File: config.mk
export PLATFORM = sky130hd
export DESIGN_NAME = symtim_loop_filter
export DESIGN_NICKNAME = d
export VERILOG_FILES = /design/src/rtl/symtim_pkg.sv /design/src/rtl/symtim_gain_select.sv /design/src/rtl/symtim_lag_accum.sv /design/src/rtl/symtim_out_format.sv /design/src/rtl/symtim_loop_filter.sv
export SDC_FILE = /design/constraint.sdc
export NUM_CORES = 1
export LEC_CHECK = 0
export ABC_AREA = 1
export BUFFER_PORTS_ARGS = -buffer_cell sky130_fd_sc_hd__buf_2
export CORE_ASPECT_RATIO = 0.75
export CORE_MARGIN = 2
export CORE_UTILIZATION = 35
export CTS_BUF_LIST = sky130_fd_sc_hd__clkbuf_8
export CTS_CLUSTER_SIZE = 25
export DETAILED_ROUTE_END_ITERATION = 10
export GPL_TIMING_DRIVEN = 1
export PLACE_DENSITY = 0.49
export SYNTH_ARGS = -nofsm -noshare
export SYNTH_HDL_FRONTEND = slang
export SYNTH_SLANG_ARGS = --single-unit
File: constraint.sdc
create_clock -name clk -period 13.36 [get_ports clk]
set_input_delay 2.672 -clock clk [delete_from_list [all_inputs] [get_ports clk]]
set_output_delay 2.672 -clock clk [all_outputs]
set_load 0.01 [all_outputs]
File: src/rtl/symtim_pkg.sv
`timescale 1ns/1ps
package symtim_pkg;

  localparam int FW_W = 32;

  typedef enum logic [1:0] {
    LOOP_OFF    = 2'd0,
    LOOP_FIRST  = 2'd1,
    LOOP_SECOND = 2'd2,
    LOOP_RSVD   = 2'd3
  } loop_mode_e;

  // Proportional path is live in first and second order only.
  function automatic logic loop_active(input loop_mode_e m);
    return (m == LOOP_FIRST) || (m == LOOP_SECOND);
  endfunction

  // Integral path input is non-zero only in second order.
  function automatic logic lag_enabled(input loop_mode_e m);
    return m == LOOP_SECOND;
  endfunction

  // Keep 8/16/24/32 most significant bits of the word.
  function automatic logic [FW_W-1:0] width_mask(input logic [1:0] code);
    logic [FW_W-1:0] m;
    case (code)
      2'd0:    m = 32'hFF00_0000;
      2'd1:    m = 32'hFFFF_0000;
      2'd2:    m = 32'hFFFF_FF00;
      default: m = 32'hFFFF_FFFF;
    endcase
    return m;
  endfunction

endpackage

File: src/rtl/symtim_gain_select.sv
`timescale 1ns/1ps
module symtim_gain_select #(
  parameter int GAIN_W = 12
) (
  input  logic                     trk_sel,
  input  logic signed [GAIN_W-1:0] kp_acq,
  input  logic signed [GAIN_W-1:0] ki_acq,
  input  logic signed [GAIN_W-1:0] kp_trk,
  input  logic signed [GAIN_W-1:0] ki_trk,
  output logic signed [GAIN_W-1:0] kp,
  output logic signed [GAIN_W-1:0] ki
);
  always_comb begin
    if (trk_sel) begin
      kp = kp_trk;
      ki = ki_trk;
    end else begin
      kp = kp_acq;
      ki = ki_acq;
    end
  end
endmodule

File: src/rtl/symtim_lag_accum.sv
`timescale 1ns/1ps
module symtim_lag_accum #(
  parameter int PROD_W = 24,
  parameter int ACC_W  = 32
) (
  input  logic                     clk,
  input  logic                     rst,
  input  logic                     stb,
  input  logic                     clear,
  input  logic signed [PROD_W-1:0] lag_term,
  output logic signed [ACC_W-1:0]  acc_q,
  output logic signed [ACC_W-1:0]  acc_next
);
  localparam int S_W = ACC_W + 1;

  logic signed [S_W-1:0] acc_sum;
  logic                  ovf;

  always_comb begin
    acc_sum = {acc_q[ACC_W-1], acc_q}
            + {{(S_W-PROD_W){lag_term[PROD_W-1]}}, lag_term};
    ovf = acc_sum[S_W-1] != acc_sum[S_W-2];
    if (clear)
      acc_next = '0;
    else if (ovf)
      acc_next = acc_sum[S_W-1] ? {1'b1, {(ACC_W-1){1'b0}}}
                                : {1'b0, {(ACC_W-1){1'b1}}};
    else
      acc_next = acc_sum[ACC_W-1:0];
  end

  always_ff @(posedge clk) begin
    if (rst)
      acc_q <= '0;
    else if (stb)
      acc_q <= acc_next;
  end
endmodule

File: src/rtl/symtim_out_format.sv
`timescale 1ns/1ps
module symtim_out_format #(
  parameter int PROD_W = 24,
  parameter int ACC_W  = 32
) (
  input  logic signed [PROD_W-1:0]            lead,
  input  logic signed [ACC_W-1:0]             acc_val,
  input  logic [1:0]                          width_code,
  input  logic                                active,
  output logic [symtim_pkg::FW_W-1:0]         word
);
  import symtim_pkg::*;

  localparam int S_W = ACC_W + 1;
  localparam logic signed [S_W-1:0] OUT_MAX =
    {{(S_W-FW_W+1){1'b0}}, {(FW_W-1){1'b1}}};
  localparam logic signed [S_W-1:0] OUT_MIN = ~OUT_MAX;

  logic signed [S_W-1:0] sum;
  logic signed [S_W-1:0] sat;

  always_comb begin
    sum = {{(S_W-PROD_W){lead[PROD_W-1]}}, lead}
        + {acc_val[ACC_W-1], acc_val};
    if (sum > OUT_MAX)
      sat = OUT_MAX;
    else if (sum < OUT_MIN)
      sat = OUT_MIN;
    else
      sat = sum;
    word = active ? (sat[FW_W-1:0] & width_mask(width_code)) : '0;
  end
endmodule

File: src/rtl/symtim_loop_filter.sv
`timescale 1ns/1ps
module symtim_loop_filter #(
  parameter int ERR_W  = 12,
  parameter int GAIN_W = 12,
  parameter int ACC_W  = 32
) (
  input  logic                              clk,
  input  logic                              rst,
  input  logic                              sym_stb,
  input  logic [1:0]                        loop_mode,
  input  logic                              trk_sel,
  input  logic [1:0]                        width_code,
  input  logic signed [GAIN_W-1:0]          kp_acq,
  input  logic signed [GAIN_W-1:0]          ki_acq,
  input  logic signed [GAIN_W-1:0]          kp_trk,
  input  logic signed [GAIN_W-1:0]          ki_trk,
  input  logic signed [ERR_W-1:0]           err_in,
  output logic [symtim_pkg::FW_W-1:0]       freq_word
);
  import symtim_pkg::*;

  localparam int PROD_W = ERR_W + GAIN_W;

  loop_mode_e                mode;
  logic                      active;
  logic                      lag_en;
  logic signed [GAIN_W-1:0]  kp;
  logic signed [GAIN_W-1:0]  ki;
  logic signed [PROD_W-1:0]  lead_term;
  logic signed [PROD_W-1:0]  lag_prod;
  logic signed [PROD_W-1:0]  lag_term;
  logic signed [ACC_W-1:0]   acc_q;
  logic signed [ACC_W-1:0]   acc_next;
  logic [FW_W-1:0]           word_next;

  assign mode   = loop_mode_e'(loop_mode);
  assign active = loop_active(mode);
  assign lag_en = lag_enabled(mode);

  symtim_gain_select #(.GAIN_W(GAIN_W)) u_gain (
    .trk_sel (trk_sel),
    .kp_acq  (kp_acq),
    .ki_acq  (ki_acq),
    .kp_trk  (kp_trk),
    .ki_trk  (ki_trk),
    .kp      (kp),
    .ki      (ki)
  );

  assign lead_term = err_in * kp;
  assign lag_prod  = err_in * ki;
  assign lag_term  = lag_en ? lag_prod : '0;

  symtim_lag_accum #(.PROD_W(PROD_W), .ACC_W(ACC_W)) u_lag (
    .clk      (clk),
    .rst      (rst),
    .stb      (sym_stb),
    .clear    (!active),
    .lag_term (lag_term),
    .acc_q    (acc_q),
    .acc_next (acc_next)
  );

  symtim_out_format #(.PROD_W(PROD_W), .ACC_W(ACC_W)) u_fmt (
    .lead       (lead_term),
    .acc_val    (acc_next),
    .width_code (width_code),
    .active     (active),
    .word       (word_next)
  );

  always_ff @(posedge clk) begin
    if (rst)
      freq_word <= '0;
    else if (sym_stb)
      freq_word <= word_next;
  end
endmodule

# --- Word level (Yosys, flattened, before mapping) ---
# Index checks and enable logic that the tools add are counted.
classes:
  add_sub_neg: 2
  mul: 2
  magnitude_cmp: 2
  n_eq_ne: 5
  muxes: 10
  bitwise: 1
  n_reduce_logical: 2
ops:
  columns: ["op", "n"]
  rows:
  - ["$mux W32", 6]
  - ["$pmux W24 S3", 1]
  - ["$mul A12 B12 Y24", 2]
  - ["$add A24 B32 Y33", 1]
  - ["$add A32 B24 Y33", 1]
  - ["$gt A33 B32 Y1 const B", 1]
  - ["$lt A33 B32 Y1 const B", 1]
  - ["$and A32 B32 Y32", 1]
  - ["$mux W12", 2]
  - ["$mux W24", 1]
  - ["$eq A2 B1 Y1 const B", 2]
  - ["$eq A2 B2 Y1 const B", 2]
  - ["$logic_not A2 Y1", 1]
  - ["$logic_or A1 B1 Y1", 1]
  - ["$ne A1 B1 Y1", 1]
totals:
  regBits: 64
  in_bits: 68
  output_inout_bits: 32
  wordCells: 26

# --- Depth between registers and ports, before layout ---
# Gate-level depths: netlist (run 1).
logic_depth:
  ltp_word: 13
  depth_mapped: 71
  ltp_nobuf: 67

# --- Cells and area by module ---
# From an unflattened synthesis (run 1), not the netlist that was laid out.
unflattened:
  cells_unflattened: 2999
  hier_area_um2: 19834.0
modules_own_cells:
  columns: ["module", "instances", "cells_per_inst", "area_each_um2", "seq_area_each_um2"]
  rows:
  - ["symtim_loop_filter", 1, 1733, 12863.6, 640.6]
  - ["symtim_lag_accum", 1, 657, 3877.5, 640.6]
  - ["symtim_out_format", 1, 531, 2718.9, 0.0]
  - ["symtim_gain_select", 1, 78, 374.1, 0.0]

# --- Least setup slack after synthesis (run 1) ---
# OpenSTA, ideal clock, no wires.
synth_timing:
  kind: "input port to flip-flop"
  from: "input err_in[11]"
  to: "register freq_word[23] (netlist bit)"
  setup_ns: 0.132
  arrival_time_ns: 13.555
  required_ns: 13.228
  setup_slack_ns: -0.328
  cell_stages: 59
  n_path_buf: 4
  path_cell_list: "clkbuf_1 -> clkinv_1 -> clkbuf_1 -> nor2_1 -> inv_1 -> fa_1 -> inv_1 -> fa_1 -> inv_1 -> fa_1 -> inv_1 -> fa_1 -> fa_1 -> ha_1 -> nand2_1 -> nor3_1 -> nand4_1 -> o211ai_1 -> [23 not listed] -> inv_1 -> fa_1 -> inv_1 -> ha_1 -> nand2_1 -> nor2_1 -> nand3_1 -> nand3_2 -> nand2_2 -> nand2_2 -> nand2_1 -> nand2_2 -> nand2_4 -> buf_6 -> nand2_1 -> nand2_1 -> nand2_1 -> a21oi_1"
synth_via:
  elab_chain_cells: 12
  elab_cells_between_ends: 15
  classes_between: "add/sub (2); mul (2); order compare (2); eq/ne (1); mux (7); bitwise (1)"
synth_lines:
  columns: ["item", "line", "rtl"]
  rows:
  - ["from (decl)", "symtim_loop_filter.sv:17", "input logic signed [ERR_W-1:0] err_in,"]
  - ["$mul A12 B12 Y24 (*)", "symtim_loop_filter.sv:51", "assign lag_prod = err_in * ki;"]
  - ["$mux W24 (*)", "symtim_loop_filter.sv:52", "assign lag_term = lag_en ? lag_prod : '0;"]
  - ["$add A32 B24 Y33 (*)", "symtim_lag_accum.sv:21", "+ {{(S_W-PROD_W){lag_term[PROD_W-1]}}, lag_term};"]
  - ["$mux W32 / $ne A1 B1 Y1 (equally long branches)", "symtim_lag_accum.sv:26, symtim_lag_accum.sv:22", null]
  - ["$mux W32 (*)", "symtim_lag_accum.sv:25", "else if (ovf)"]
  - ["$mux W32 (*)", "symtim_lag_accum.sv:23", "if (clear)"]
  - ["net acc_next[10]", "symtim_loop_filter.sv:33", "logic signed [ACC_W-1:0] acc_next;"]
  - ["$add A24 B32 Y33 (*)", "symtim_out_format.sv:24", "+ {acc_val[ACC_W-1], acc_val};"]
  - ["$lt A33 B32 Y1", "symtim_out_format.sv:27", "else if (sum < OUT_MIN)"]
  - ["$mux W32", "symtim_out_format.sv:27", null]
  - ["$mux W32 (*)", "symtim_out_format.sv:25", "if (sum > OUT_MAX)"]
  - ["$and A32 B32 Y32 (*)", "symtim_out_format.sv:31", "word = active ? (sat[FW_W-1:0] & width_mask(width_code)) : '0;"]
  - ["$mux W32 (*)", "symtim_out_format.sv:31", null]
  - ["to (signal assigned)", "symtim_loop_filter.sv:76", "freq_word <= word_next;"]
  - ["to (decl)", "symtim_loop_filter.sv:18", "output logic [symtim_pkg::FW_W-1:0] freq_word"]
# Mark *: on every way through the listed nets, which the timed path passes. The rest lies on a longest branch.
# A chain may end at the register's enable or synchronous reset.

# --- Final worst setup path (run 1) ---
layout_timing:
  from: "input trk_sel"
  to: "register freq_word[24] (netlist bit)"
layout_via:
  elab_chain_cells: 13
  elab_cells_between_ends: 17
  classes_between: "add/sub (2); mul (2); order compare (2); eq/ne (1); mux (9); bitwise (1)"
layout_lines:
  columns: ["item", "line", "rtl"]
  rows:
  - ["from (decl)", "symtim_loop_filter.sv:11", "input logic trk_sel,"]
  - ["$mux W12 (*)", "symtim_gain_select.sv:14", "if (trk_sel) begin"]
  - ["$mul A12 B12 Y24 (*)", "symtim_loop_filter.sv:51", null]
  - ["$mux W24 (*)", "symtim_loop_filter.sv:52", null]
  - ["$add A32 B24 Y33 (*)", "symtim_lag_accum.sv:21", null]
  - ["$mux W32 / $ne A1 B1 Y1 (equally long branches)", "symtim_lag_accum.sv:26, symtim_lag_accum.sv:22", null]
  - ["$mux W32 (*)", "symtim_lag_accum.sv:25", null]
  - ["$mux W32 (*)", "symtim_lag_accum.sv:23", null]
  - ["net acc_next[26]", "symtim_loop_filter.sv:33", null]
  - ["$add A24 B32 Y33 (*)", "symtim_out_format.sv:24", null]
  - ["$lt A33 B32 Y1", "symtim_out_format.sv:27", null]
  - ["$mux W32", "symtim_out_format.sv:27", null]
  - ["$mux W32 (*)", "symtim_out_format.sv:25", null]
  - ["$and A32 B32 Y32 (*)", "symtim_out_format.sv:31", null]
  - ["$mux W32 (*)", "symtim_out_format.sv:31", null]
# Marked as above.

==> run_results.csv, run 1 <==
group,metric,value,unit
status,outcome,"complete, but fails checks",
status,failed_checks,"setup timing",
yosys,ys_top_cells_by_area,"fa_1 35%, nand2_1 14%, inv_1 11%",
die,design.portCount,100,
drt,antenna_violating_nets_post_route,0,
die,floorplan.initialDensity,35.5,%
setup_path,cp_data_arrival_time,13.63,ns
cts,cts-root-to-sink-buffers,2,
cts,post_cts_hold_buffer_count,0,
setup_path,r2r_slack,6.58,ns
global_route,grt_max_degree,65,
global_route,vias_in_the_first_global_route,19352,
yosys,synth_sequential_area_ratio,6.64,%
setup_path,worst_path_dominant_cell_family,"adder cells",
timing,finalHoldViolCount,0,
global_route,antenna_found_initial,0,
cts,tritoncts,"done",
setup_path,worstSetupPathType,"input pin to flip-flop",
worst_hold_path,timing.hold.worst.start,"freq_word[31]",
yosys,mapped_nets,3239,
timing,max_clock_freq,74.8,MHz
timing,min_period,13.38,ns
setup_path,critPathBufInv,22,
worst_hold_path,min_delay_path_depth,2,
layout,mostFrequentLayoutCell,"nand2_1",
timing,final.setup_skew,0.0287,ns
timing,final_max_slew_viol_count,0,
setup_path,worstReg2RegEnd,"freq_word[24]",
cts,clkSlewWorstSetupHoldPaths,0.07,ns
die,core.rowCount,74,
global_route,gr-usage-met3,5.30,%
setup_path,start_kind,"input pin",
die,floorplan.die.height,207,microns
yosys,netlist_area_before_placement,19300,sq um
drt,drt_first_iter_violations,1252,
worst_hold_path,timing.hold.worst.class,"flip-flop to flip-flop",
die,placeableCoreArea,54400,sq um
cts,number_of_clock_buffers_inserted_by_tritoncts,9,
layout,synthToLayoutAreaGrowth,39.3,%
worst_hold_path,worstHoldEndpoint,"freq_word[31]",
global_route,global_route.usage.met1,38.2,%
timing,timing.final.crit_share,100,%
timing,grt_setup_unrepaired,"true",
layout,finish.net_count,3797,
timing,slew_headroom,17.7,%
drt,postRouteWirelength,68.3,mm
setup_path,critical_path.most_common_cell,"fa_1",
yosys,synth_top_area_share,35.1,%
cts,cts.htree.levels,3,
global_route,gr_usage_total,24.4,%
global_route,grt_busiest_layer,"met1",
yosys,ys.warnings.count,0,
placed_design,gp_routability_congestion,1.00,
global_route,wire_length_of_the_first_global_routing_pass,108,mm
global_route,global_route.overflow_total,0,
drt,detail_route.drc_violations,0,
drt,vias_per_cell,4.77,
timing,worstMarginPinSlew,1.23,ns
yosys,synth_top_cell_by_area,"fa_1",
layout,final_cell_mix,"597 x nand2_1, 518 x inv_1, 478 x buf_4, 322 x fa_1, 177 x nor2_1",
setup_path,timing.critical_path.slowest_stage_cell,"fa_1",
placed_design,place.detailed.hpwl,57.0,mm
setup_path,cp_slowest_stage_delay,0.58,ns
job,max_cap_violations,0,
layout,antennaDiodeCount,0,
layout,final_layout_size_suffix_gt1_share,34.7,%
cts,cts.sink_count,64,
drt,vias,18838,
yosys,ys_types,41,
setup_path,worst-r2r-cell-count,43,
setup_path,setup.worst_path.end_class,"flip-flop",
yosys,synthesis.instances,2664,
die,chipWidth,275,microns
drt,drt_first_pass_iters,5,
setup_path,cp.required,13.62,ns
yosys,synthesis.area_per_instance,7.25,sq um
yosys,synth-seq-cells,64,
layout,final_util,49.4,%
setup_path,worst_r2r_start,"u_lag.acc_q[0]",
placed_design,post-place-ws,-1.36,ns
cts,cts.root.buffer_cell,"clkbuf_8",
global_route,globalRouteMet2Util,34.5,%
setup_path,critical_path_fanout_max,8,
timing,count_of_endpoints_failing_setup_in_the_final_report,3,
timing,layout_setup_ws,-0.0169,ns
drt,route.detailed.wl_per_inst,17.3,microns
die,die_area,57100,sq um
cts,clk_latency,0.43,ns
placed_design,placement.io_buffers,99,
timing,hold-worst-slack,0.466,ns
## worst register-to-register path: cells and delay by family, from the launching register on
family,cells,cell delay [ns]
adder cells (fa/ha/maj),8,3.24
AND/OR/NAND/NOR,24,2.03
buffers and inverters,9,0.78
flip-flops,1,0.32
AO/OA/AOI/OAI,2,0.26
## Yosys cell counts, drive strengths merged
cell / number
a211oi: 1
a21o: 1
a21oi: 149
and2: 8
and3: 1
buf: 22
clkbuf: 46
clkinv: 13
dfxtp: 64
fa: 338
ha: 169
inv: 573
mux2i: 2
nand2: 745
nand3: 90
nand3b: 8
nand4: 20
nor2: 211
nor3: 16
nor3b: 3
nor4: 2
o211ai: 2
o21a: 3
o21ai: 60
o21bai: 16
o31ai: 3
or2: 44
xnor2: 28
xor2: 26
## final cells by class
cell class	instances	area [sq um]
fill	5378	27500
multi-input combinational	1949	17600
timing repair buffer	612	4640
inverter	586	2220
sequential	64	1280
tap	722	903
clock buffer	10	138
clock inverter	6	115
## routing by layer
| metal | part of all wire [%] | up-vias | routed length [microns] |
|---|---|---|---|
| met5 | 0 | - | 0 |
| met4 | 1.2 | 0 | 845 |
| met3 | 8.0 | 55 | 5430 |
| met2 | 40 | 552 | 27500 |
| met1 | 51 | 9144 | 34500 |
| li1 | - | 9087 | - |
## timing repair
action,CTS,global route
setup endpoints to repair,32,32
gates cloned,8,3
pin swaps,85,175
buffers inserted,34,31
resized for setup,238,261
## state kept, by name (all words and copies together), names as in the netlist
signal and flops:
freq_word 32, u_lag.acc_q 32
## worst max-delay path by stage
| stage | start | end | slack, ns | cells past startpoint |
|---|---|---|---|---|
| after floorplan | trk_sel | freq_word[23] | 0.05 | 60 |
| after global placement | trk_sel | freq_word[22] | -1.48 | 61 |
| after detailed placement | trk_sel | freq_word[22] | -1.36 | 61 |
| after CTS | trk_sel | freq_word[23] | -0.007 | 63 |
| after global routing | trk_sel | freq_word[24] | -0.41 | 65 |
| final | trk_sel | freq_word[24] | -0.02 | 65 |
## logic make-up after synthesis
logic type / count (synthesis) / share of synthesized area [%]
muxes: 2 / 0.104
and+or+nand+nor: 1148 / 24.9
buffers and inverters: 654 / 13.0
xor gates and xnor gates: 54 / 2.45
DFF: 64 / 6.64
AOI/OAI and AO/OA: 235 / 6.94
adders and majority gates: 507 / 46.0
## metrics by stage
| stage | instance area [sq um] | instances | setup TNS [ns] |
|---|---|---|---|
| finish | 26900 | 3949 | -0.0234 |
| global route | 26900 | 3949 | -11.90 |
| CTS | 25600 | 3917 | -0.0100 |
| detailed placement | 23800 | 3860 | -40.76 |
| global placement | 23800 | 3860 | -45.36 |
| floorplan | 19300 | 2664 | 0 |
Power of run 1 is left out: the tool's default activity adds up to more than one toggle a clock period on the data nets, which glitch-free logic cannot reach.
==> run 2: changes to the inputs <==
--- a/config.mk
+++ b/config.mk
@@ -17,2 +17,3 @@
 export PLACE_DENSITY = 0.49
+export SKIP_CTS_REPAIR_TIMING = 1
 export SYNTH_ARGS = -nofsm -noshare
--- a/constraint.sdc
+++ b/constraint.sdc
@@ -3,2 +3,2 @@
 set_output_delay 2.672 -clock clk [all_outputs]
-set_load 0.01 [all_outputs]
+set_load 0.1 [all_outputs]
==> run 2 against run 1 <==
  * The run still ends with setup timing left
  * Count of clock-buffer cells in the layout is the same
  * Worst setup slack got worse by 0.097 ns
  * Register-to-register slack better by 0.05 ns
  * First-iteration DRC count is 4.5% higher
  * Sequential cell count unchanged
  * Sequential share of layout area grew 0.11 points
  * Non-clock buffer count shrank 26
  * Critical path type unchanged
==> run_results.csv, run 2 (same netlist as run 1, synthesis figures left out) <==
group,metric,value,unit
setup_path,worstSetupPathType,"input pin to flip-flop",
setup_path,timing.critical_path.slowest_stage_cell,"fa_2",
timing,layout_setup_ws,-0.114,ns
setup_path,cp_data_arrival_time,13.82,ns
cts,cts.htree.levels,3,
global_route,vias_in_the_first_global_route,18876,
drt,drt_first_pass_iters,8,
drt,detail_route.drc_violations,0,
layout,layout_top_registers,"freq_word (32), u_lag.acc_q (32)",
timing,slew_headroom,16.4,%
status,outcome,"complete, but fails checks",
timing,min_period,13.47,ns
die,chipWidth,275,microns
timing,max_clock_freq,74.2,MHz
setup_path,worst_r2r_start,"u_lag.acc_q[0]",
global_route,antenna_found_initial,0,
timing,timing.final.crit_share,101,%
drt,route.detailed.wl_per_inst,17.2,microns
layout,final_layout_size_suffix_gt1_share,32.0,%
layout,synthToLayoutAreaGrowth,36.2,%
timing,finalSetupTns,-2.26,ns
cts,tritoncts,"done",
setup_path,start_kind,"input pin",
placed_design,place.detailed.hpwl,57.0,mm
timing,grt_setup_unrepaired,"true",
setup_path,critical_path_fanout_max,6,
die,die_area,57100,sq um
timing,finalHoldViolCount,0,
layout,finish.net_count,3771,
global_route,grt_max_degree,65,
setup_path,worst_path_dominant_cell_family,"adder cells",
timing,count_of_endpoints_failing_setup_in_the_final_report,31,
setup_path,critical_path.most_common_cell,"nand2_4",
drt,vias_per_cell,4.76,
cts,cts.sink_count,64,
status,failed_checks,"setup timing",
timing,worstMarginPinSlew,1.25,ns
worst_hold_path,timing.hold.worst.start,"freq_word[9]",
layout,filler_cell_count,5425,
setup_path,setup.worst_path.end_class,"flip-flop",
layout,mostFrequentLayoutCell,"nand2_1",
cts,cts-root-to-sink-buffers,2,
worst_hold_path,timing.hold.worst.class,"flip-flop to flip-flop",
cts,clkSlewWorstSetupHoldPaths,0.08,ns
setup_path,cp_slowest_stage_delay,0.59,ns
layout,final_cell_mix,"627 x nand2_1, 531 x inv_1, 458 x buf_4, 323 x fa_1, 182 x nor2_1",
setup_path,cp.required,13.70,ns
drt,antenna_violating_nets_post_route,0,
global_route,global_route.overflow_total,0,
die,core.rowCount,74,
timing,final_max_slew_viol_count,0,
global_route,wire_length_of_the_first_global_routing_pass,105,mm
setup_path,critPathLaunch,"trk_sel",
placed_design,gp_routability_congestion,1.00,
cts,number_of_clock_buffers_inserted_by_tritoncts,9,
die,floorplan.die.height,207,microns
timing,final.setup_skew,0.0282,ns
setup_path,critPathBufInv,19,
die,design.portCount,100,
cts,cts.root.buffer_cell,"clkbuf_8",
drt,postRouteWirelength,67.3,mm
cts,clk_latency,0.43,ns
placed_design,placement.io_buffers,99,
job,max_cap_violations,0,
drt,vias,18670,
global_route,gr_usage_total,23.7,%
drt,drt_first_iter_violations,1308,
layout,antennaDiodeCount,0,
die,floorplan.initialDensity,35.5,%
die,placeableCoreArea,54400,sq um
## run 2: per-stage QoR
stage	utilization [%]	instance area, sq um	std cells	setup slack (ns)	hold WS (ns)
2_1_floorplan	-	19300	2664	0.0497	0.450
3_3_place_gp	43.7	23800	3860	-1.48	0.455
3_5_place_dp	43.7	23800	3860	-1.36	0.457
4_1_cts	44.2	24100	3876	-0.996	0.469
5_1_grt	48.3	26300	3923	-0.583	0.484
6_report	48.3	26300	3923	-0.114	0.464
## run 2: path summary, 6_finish.rpt
kind | slack [ns] | end | cells after the start
worst max-delay path | -0.11 | freq_word[13] | 63
worst min-delay path | 0.46 | freq_word[9] | 2
worst max register to register | 6.63 | freq_word[13] | 40
worst min register to register | 0.46 | freq_word[9] | 2
## run 2: cell type report
cell class	count	area (sq um)	share of cell area, %
tap	722	903	3.43
sequential	64	1280	4.87
timing repair buffer	586	4450	16.9
clock buffer	10	138	0.523
timing repair inverter	1	7.51	0.0285
multi-input combinational	1948	17200	65.4
clock inverter	6	115	0.438
inverter	586	2210	8.40
## run 2: worst min-delay path, cell delays in order, from the launching register on
cell and delay, ns:
dfxtp_1 0.31, nand2_1 0.06, a21oi_1 0.05
## run 2: per-layer routing
metal,global-route usage [%],vias to the layer above,share of wire (%)
met5,0,-,0
met4,3.93,0,1.4
met3,5.19,57,7.6
met2,33.1,550,40
met1,37.2,9023,51
li1,-,9040,-
Power of run 2 is left out for the same reason.
